<file path="src/rtl/mvfmt_pkg.sv">
package mvfmt_pkg;

    typedef enum logic [1:0] {
        WR_WAIT_FREE = 2'd0,
        WR_TAKE_HDR  = 2'd1,
        WR_TAKE_VEC  = 2'd2
    } wr_state_e;

    typedef enum logic {
        RD_IDLE = 1'b0,
        RD_SEND = 1'b1
    } rd_state_e;

    typedef enum logic {
        AX_HORIZ = 1'b0,
        AX_VERT  = 1'b1
    } mv_axis_e;

endpackage

</file>
<file path="src/rtl/mvfmt_vecfmt.sv">
module mvfmt_vecfmt
    import mvfmt_pkg::*;
#(
    parameter int VW         = 12,
    parameter int OW         = 16,
    parameter int LUMA_ORG   = 8,
    parameter int CHROMA_ORG = 4
) (
    input  logic [VW-1:0] vec,
    input  logic          ref_bit,
    input  mv_axis_e      axis,
    input  logic          hp_mode,
    output logic [OW-1:0] luma_word,
    output logic [OW-1:0] chroma_word
);

    logic [OW-1:0] v_ext;
    logic [OW-1:0] v_half;
    logic [OW-1:0] ch_base;
    logic [OW-1:0] luma_off;
    logic [OW-1:0] chroma_off;
    logic [OW-1:0] vert_word;

    // sign extension and arithmetic halving
    assign v_ext   = {{(OW-VW){vec[VW-1]}}, vec};
    assign v_half  = {v_ext[OW-1], v_ext[OW-1:1]};
    assign ch_base = {v_half[OW-1:1], v_half[0] | v_ext[0]};

    // origin offset doubles in half-pixel units
    assign luma_off   = hp_mode ? OW'(2 * LUMA_ORG)   : OW'(LUMA_ORG);
    assign chroma_off = hp_mode ? OW'(2 * CHROMA_ORG) : OW'(CHROMA_ORG);

    // magnitude shifted above a hole at bit 1 that carries the field bit
    assign vert_word = {v_half[OW-3:0], ref_bit, v_ext[0]};

    always_comb begin
        luma_word   = '0;
        chroma_word = '0;
        unique case (axis)
            AX_HORIZ: begin
                luma_word   = v_ext + luma_off;
                chroma_word = ch_base + chroma_off;
            end
            AX_VERT: begin
                luma_word   = vert_word;
                chroma_word = vert_word;
            end
            default: begin
                luma_word   = '0;
                chroma_word = '0;
            end
        endcase
    end

endmodule

</file>
<file path="src/rtl/mvfmt_pingpong.sv">
module mvfmt_pingpong
    import mvfmt_pkg::*;
#(
    parameter int OW    = 16,
    parameter int PKT_N = 55,
    parameter int REP_N = 2,
    localparam int AW   = $clog2(PKT_N)
) (
    input  logic          clk,
    input  logic          rst_n,
    input  logic          wr_half,
    input  logic          wr_en,
    input  logic [AW-1:0] wr_addr,
    input  logic [OW-1:0] wr_data,
    input  logic          rep_en,
    input  logic [AW-1:0] rep_addr,
    input  logic [OW-1:0] rep_data,
    input  logic          commit,
    output logic [1:0]    full,
    input  logic          out_ready,
    output logic          out_valid,
    output logic [OW-1:0] out_data,
    output logic          out_last
);

    logic [OW-1:0] rd_arr [2][PKT_N];
    logic [1:0]    full_q;
    rd_state_e     rd_state_q, rd_state_d;
    logic          rd_half_q;
    logic [AW-1:0] rd_idx_q;
    logic          rd_take;
    logic          rd_done;

    // storage cells: one word port plus one replicated-word port
    for (genvar w = 0; w < PKT_N; w++) begin : g_word
        logic hit_wr;
        logic hit_rep;
        assign hit_wr  = wr_en && (wr_addr == AW'(w));
        assign hit_rep = rep_en && (AW'(w) >= rep_addr) &&
                         ({1'b0, AW'(w)} < ({1'b0, rep_addr} + (AW+1)'(REP_N)));
        for (genvar h = 0; h < 2; h++) begin : g_half
            logic [OW-1:0] cell_q;
            always_ff @(posedge clk) begin
                if ((wr_half == 1'(h)) && (hit_wr || hit_rep)) begin
                    cell_q <= hit_wr ? wr_data : rep_data;
                end
            end
            assign rd_arr[h][w] = cell_q;
        end
    end

    // reader state register
    always_ff @(posedge clk) begin
        if (!rst_n) begin
            rd_state_q <= RD_IDLE;
            rd_half_q  <= 1'b0;
            rd_idx_q   <= '0;
            full_q     <= 2'b00;
        end else begin
            rd_state_q <= rd_state_d;
            if (commit) begin
                full_q[wr_half] <= 1'b1;
            end
            if (rd_done) begin
                full_q[rd_half_q] <= 1'b0;
                rd_half_q         <= ~rd_half_q;
                rd_idx_q          <= '0;
            end else if (rd_take) begin
                rd_idx_q <= rd_idx_q + 1'b1;
            end
        end
    end

    // reader next state
    always_comb begin
        rd_state_d = rd_state_q;
        unique case (rd_state_q)
            RD_IDLE: if (full_q[rd_half_q]) rd_state_d = RD_SEND;
            RD_SEND: if (rd_done)           rd_state_d = RD_IDLE;
            default: rd_state_d = RD_IDLE;
        endcase
    end

    // reader outputs
    always_comb begin
        out_valid = 1'b0;
        out_last  = 1'b0;
        rd_take   = 1'b0;
        rd_done   = 1'b0;
        unique case (rd_state_q)
            RD_IDLE: begin
                out_valid = 1'b0;
            end
            RD_SEND: begin
                out_valid = 1'b1;
                out_last  = (rd_idx_q == AW'(PKT_N - 1));
                rd_take   = out_ready;
                rd_done   = out_ready && out_last;
            end
            default: begin
                out_valid = 1'b0;
            end
        endcase
    end

    assign out_data = rd_arr[rd_half_q][rd_idx_q];
    assign full     = full_q;

endmodule

</file>
<file path="src/rtl/mvfmt_top.sv">
module mvfmt_top
    import mvfmt_pkg::*;
#(
    parameter int VW              = 12,
    parameter int OW              = 16,
    parameter int HDR_N           = 7,
    parameter int LUMA_N          = 16,
    parameter int CHROMA_PER_LUMA = 2,
    parameter int LUMA_ORG        = 8,
    parameter int CHROMA_ORG      = 4
) (
    input  logic          clk,
    input  logic          rst_n,
    input  logic          hp_mode,
    input  logic          in_valid,
    output logic          in_ready,
    input  logic [OW-1:0] in_data,
    input  logic          in_ref,
    input  logic          out_ready,
    output logic          out_valid,
    output logic [OW-1:0] out_data,
    output logic          out_last
);

    localparam int CHROMA_N = LUMA_N * CHROMA_PER_LUMA;
    localparam int PKT_N    = HDR_N + LUMA_N + CHROMA_N;
    localparam int AW       = $clog2(PKT_N);
    localparam int CNT_MAX  = (HDR_N > LUMA_N) ? HDR_N : LUMA_N;
    localparam int CW       = $clog2(CNT_MAX);

    wr_state_e     state_q, state_d;
    logic [CW-1:0] cnt_q;
    logic          half_q;
    logic [1:0]    full;
    logic          accept;
    logic          hdr_last;
    logic          vec_last;

    logic          wr_en;
    logic [AW-1:0] wr_addr;
    logic [OW-1:0] wr_data;
    logic          rep_en;
    logic [AW-1:0] rep_addr;
    logic          commit;

    mv_axis_e      axis;
    logic [OW-1:0] luma_word;
    logic [OW-1:0] chroma_word;

    assign accept   = in_valid && in_ready;
    assign hdr_last = (cnt_q == CW'(HDR_N - 1));
    assign vec_last = (cnt_q == CW'(LUMA_N - 1));
    assign axis     = cnt_q[0] ? AX_VERT : AX_HORIZ;

    mvfmt_vecfmt #(
        .VW         (VW),
        .OW         (OW),
        .LUMA_ORG   (LUMA_ORG),
        .CHROMA_ORG (CHROMA_ORG)
    ) u_vecfmt (
        .vec         (in_data[VW-1:0]),
        .ref_bit     (in_ref),
        .axis        (axis),
        .hp_mode     (hp_mode),
        .luma_word   (luma_word),
        .chroma_word (chroma_word)
    );

    mvfmt_pingpong #(
        .OW    (OW),
        .PKT_N (PKT_N),
        .REP_N (CHROMA_PER_LUMA)
    ) u_pingpong (
        .clk       (clk),
        .rst_n     (rst_n),
        .wr_half   (half_q),
        .wr_en     (wr_en),
        .wr_addr   (wr_addr),
        .wr_data   (wr_data),
        .rep_en    (rep_en),
        .rep_addr  (rep_addr),
        .rep_data  (chroma_word),
        .commit    (commit),
        .full      (full),
        .out_ready (out_ready),
        .out_valid (out_valid),
        .out_data  (out_data),
        .out_last  (out_last)
    );

    // writer state register
    always_ff @(posedge clk) begin
        if (!rst_n) begin
            state_q <= WR_WAIT_FREE;
            cnt_q   <= '0;
            half_q  <= 1'b0;
        end else begin
            state_q <= state_d;
            if (accept) begin
                if ((state_q == WR_TAKE_HDR && hdr_last) ||
                    (state_q == WR_TAKE_VEC && vec_last)) begin
                    cnt_q <= '0;
                end else begin
                    cnt_q <= cnt_q + 1'b1;
                end
            end
            if (commit) begin
                half_q <= ~half_q;
            end
        end
    end

    // writer next state
    always_comb begin
        state_d = state_q;
        unique case (state_q)
            WR_WAIT_FREE: if (!full[half_q])         state_d = WR_TAKE_HDR;
            WR_TAKE_HDR:  if (accept && hdr_last)    state_d = WR_TAKE_VEC;
            WR_TAKE_VEC:  if (accept && vec_last)    state_d = WR_WAIT_FREE;
            default:      state_d = WR_WAIT_FREE;
        endcase
    end

    // writer outputs
    always_comb begin
        in_ready = 1'b0;
        wr_en    = 1'b0;
        wr_addr  = '0;
        wr_data  = in_data;
        rep_en   = 1'b0;
        rep_addr = '0;
        commit   = 1'b0;
        unique case (state_q)
            WR_WAIT_FREE: begin
                in_ready = 1'b0;
            end
            WR_TAKE_HDR: begin
                in_ready = 1'b1;
                wr_en    = accept;
                wr_addr  = AW'(cnt_q);
                wr_data  = in_data;
            end
            WR_TAKE_VEC: begin
                in_ready = 1'b1;
                wr_en    = accept;
                wr_addr  = AW'(HDR_N) + AW'(cnt_q);
                wr_data  = luma_word;
                rep_en   = accept;
                rep_addr = AW'(HDR_N + LUMA_N) + AW'(cnt_q) * AW'(CHROMA_PER_LUMA);
                commit   = accept && vec_last;
            end
            default: begin
                in_ready = 1'b0;
            end
        endcase
    end

endmodule

</file>
<file path="config.mk">
export PLATFORM = sky130hd
export DESIGN_NAME = mvfmt_top
export DESIGN_NICKNAME = d
export VERILOG_FILES = /design/src/rtl/mvfmt_pkg.sv /design/src/rtl/mvfmt_vecfmt.sv /design/src/rtl/mvfmt_pingpong.sv /design/src/rtl/mvfmt_top.sv
export SDC_FILE = /design/constraint.sdc
export NUM_CORES = 2
export LEC_CHECK = 0
export ABC_AREA = 1
export BUFFER_PORTS_ARGS = -buffer_cell sky130_fd_sc_hd__buf_2
export CAP_MARGIN = 0
export CELL_PAD_IN_SITES_DETAIL_PLACEMENT = 2
export CELL_PAD_IN_SITES_GLOBAL_PLACEMENT = 2
export CORE_MARGIN = 4
export CORE_UTILIZATION = 45
export DETAILED_ROUTE_END_ITERATION = 6
export PLACE_DENSITY = 0.81
export SLEW_MARGIN = 20
export SYNTH_ARGS = -nofsm -noshare
export SYNTH_HDL_FRONTEND = slang
export SYNTH_SLANG_ARGS = --single-unit
</file>
<file path="constraint.sdc">
create_clock -name clk -period 7.4 [get_ports clk]
set_clock_uncertainty 0.1 [all_clocks]
set_input_delay 1.48 -clock clk [delete_from_list [all_inputs] [get_ports clk]]
set_output_delay 1.48 -clock clk [all_outputs]
set_load 0.02 [all_outputs]
</file>
==> run_results.csv <==
group,metric,value,unit
logic_synthesis,netlist_instances,7581,
power,power_density,284.7,mW/mm^2
placed_design,dp_cells,9623,
cts,clock_latency,860,ps
route,wirelength,330.6,mm
cts,cts_setup_buffers,0,
placed_design,gp_congestion,0.8742,
finish,fin_area,0.08758,sq mm
logic_synthesis,synth.net_count,7619,
sta,setup_viol,0,
placed_design,dp_hpwl,197.3,mm
logic_synthesis,ys_seq_area_frac,0.6764,
cts,cts_htree_levels,4,
hold_path,hold_class,"register to register",
finish,multi_input_area,0.02285,sq mm
setup_path,crit_required,5820,ps
logic_synthesis,ys_ff_latch,1777,
cts,clk_path_buf_depth,3,
finish,seq_area,0.05321,sq mm
logic_synthesis,ys_top_cells_by_count,"nand2_1, edfxtp_1, nand3_1",
sta,relSlewSlack,0.2212,
sta,rsz0062_at_grt,"no",
global_routing,grt_use_total,0.3591,
finish,final_core_util,0.5038,
cts,clkTransAtPathRegs,60,ps
global_routing,grt_max_degree,189,
global_routing,antenna_found_initial,13,
cts,ctsHoldBuffers,0,
sta,drv_slew,0,
finish,drive_above_1_share,0.08984,
route,vias_per_cell,6.277,
setup_path,crit_type,"register to output pin",
logic_synthesis,synthFlopType,"edfxtp_1",
cts,cts_buffers,192,
floorplanning,coreArea,0.1738,sq mm
sta,min_period,6682,ps
logic_synthesis,syn_area_per_cell,10.37,sq um
setup_path,cp_max_fo,51,
power,p_int,17.56,mW
power,switching_share,0.2960,
sta,post-route-worst-setup-slack,718.2,ps
route,drc,0,
setup_path,cp.arrival,5100,ps
sta,max_slew.worst_pin.slew,1168,ps
power,ir_drop,0.2762,mV
route,firstDrtPassIters,5,
global_routing,grt_pass1_vias,68310,
job,maxCapViolCount,0,
route,antenna_left,0,
placed_design,numPortBuffers,40,
finish,nets,7531,
route,avgRoutedWirePerCell,33.13,um
power,pwr-share-comb,0.151,
power,leakage,32.31,nW
run_status,status,"completed",
power,p_seq_frac,0.474,
placed_design,dpl-instance-area,0.08163,sq mm
logic_synthesis,synth_top_area_frac,0.6720,
cts,cts.sinks,1777,
setup_path,critPathCaptureType,"output pin",
floorplanning,pin_count,41,
sta,fin_crit_sh,0.9029,
cts,ctsResizeCount,0,
finish,area_delta_synth_final,11.36,%
finish,fin_cells,9977,
placed_design,dpl_worst_slack,1789,ps
floorplanning,row_count,153,
cts,cts_tree,"built",
floorplanning,start_util,0.4524,
global_routing,grt_overflow,0,
floorplanning,die_area,0.1815,sq mm
logic_synthesis,synthArstFlopShare,0,
floorplanning,die_y,426.0,um
route,vias,62630,
power,power.switching,7.381,mW
power,pwr-share-clk,0.375,
route,first_iter_violations,7162,
global_routing,grt_pass1_wl,473.7,mm
sta,max_freq,0.1497,GHz
floorplanning,die_x,426.0,um
setup_path,start_kind,"register",
logic_synthesis,synth_edf_count,1760,
cts,root_buffer,"clkbuf_16",
logic_synthesis,yosys_warnings,0,
logic_synthesis,yosysTopAreaCell,"edfxtp_1",
logic_synthesis,synth_cell_types,49,
sta,setup-tns-final,0,ps
logic_synthesis,synth_area_leaders,"edfxtp_1, nand2_1, nand3_1",
logic_synthesis,synth_area,0.07864,sq mm
sta,hold_violations,0,
logic_synthesis,synth.most_common_cell,"nand2_1",
finish,fill_cells,17560,
[cell families (layout without fill, tap and decap cells)]
kind of cell | count (synthesis) | in the layout | share of synthesized area
simple gates | 4060 | 4060 | 0.2148
flops | 1777 | 1777 | 0.6764
compound gates | 994 | 994 | 0.06766
buf+inv | 732 | 798 | 0.03831
fa+ha+maj | 16 | 16 | 0.002641
xor+xnor | 2 | 2 | 0.0002228
other cells | 0 | 5 | 0
[stage by stage]
step | hold slack, ps | power, mW
2_1_floorplan | 354.6 | 13.80
3_3_place_gp | 388.2 | 15.35
3_5_place_dp | 403.8 | 15.62
4_1_cts | 411.7 | 24.88
5_1_grt | 427.6 | 25.56
6_report | 411.2 | 24.94
[placed cells by master (no fill, tap or decap), types with 49 or more instances in the layout]
cell type and count:
clkinv_1 57, o21ai_1 236, o21ai_0 375, nand2_1 2424
buf_4 180, clkbuf_16 196, o211ai_1 63, nor2_1 603
clkbuf_1 49, a21oi_1 223, inv_1 163, nand3_1 913
edfxtp_1 1760
[per-layer routing]
metal	track usage	vias to the layer above	wire length [um]
li1	-	25940	-
met1	0.4422	32740	124200
met2	0.6031	3084	160700
met3	0.06706	864	26510
met4	0.1870	6	19170
met5	0	-	38
[state kept, by name (all words and copies together) (netlist names)]
name and flops:
u_pingpong.rd_half_q 1, u_pingpong.rd_state_q 1, half_q 1, cnt_q 4, state_q 2, u_pingpong.full 2, u_pingpong.g_word.g_half.cell_q 1760, u_pingpong.rd_idx_q 6
[layout make-up]
class	count	area share
multi-input cells	5072	0.2609
clock buffers	249	0.05873
diodes	5	0.0001429
repair buffers	238	0.02182
well taps	2325	0.03322
inverters	212	0.009543
flip-flops and latches	1777	0.6076
clock inverters	99	0.008100
[power groups by stage]
stage / logic, mW / registers (mW) / clock network, mW
global placement: 3.32 / 12.0 / 0
detailed placement: 3.58 / 12.0 / 0
finish: 3.76 / 11.8 / 9.34
floorplan: 1.77 / 12.0 / 0
global route: 3.90 / 11.8 / 9.83
CTS: 3.65 / 11.8 / 9.40
[critical path, stage by stage (launching register included)]
cell and delay (ps):
dfxtp_4 960, buf_4 540, buf_4 640, nor2_1 150, o21ai_0 160, nand3_1 110, nand3_1 100, nand2_1 80
nand2_1 90, nand3_1 200, nor2_1 680, nor2_1 210, buf_2 230
[path summary, 6_finish.rpt]
kind | start | depth (start not counted) | end | slack [ps]
setup / recovery | u_pingpong.rd_idx_q[0] | 12 | out_data[10] | 720
hold / removal | u_pingpong.full[1] | 2 | u_pingpong.rd_state_q | 410
setup reg to reg | cnt_q[0] | 13 | u_pingpong.g_word[44].g_half[0].cell_q[5] | 2130
hold reg to reg | u_pingpong.full[1] | 2 | u_pingpong.rd_state_q | 410
Note: power is estimated with default switching activity, not from simulation.
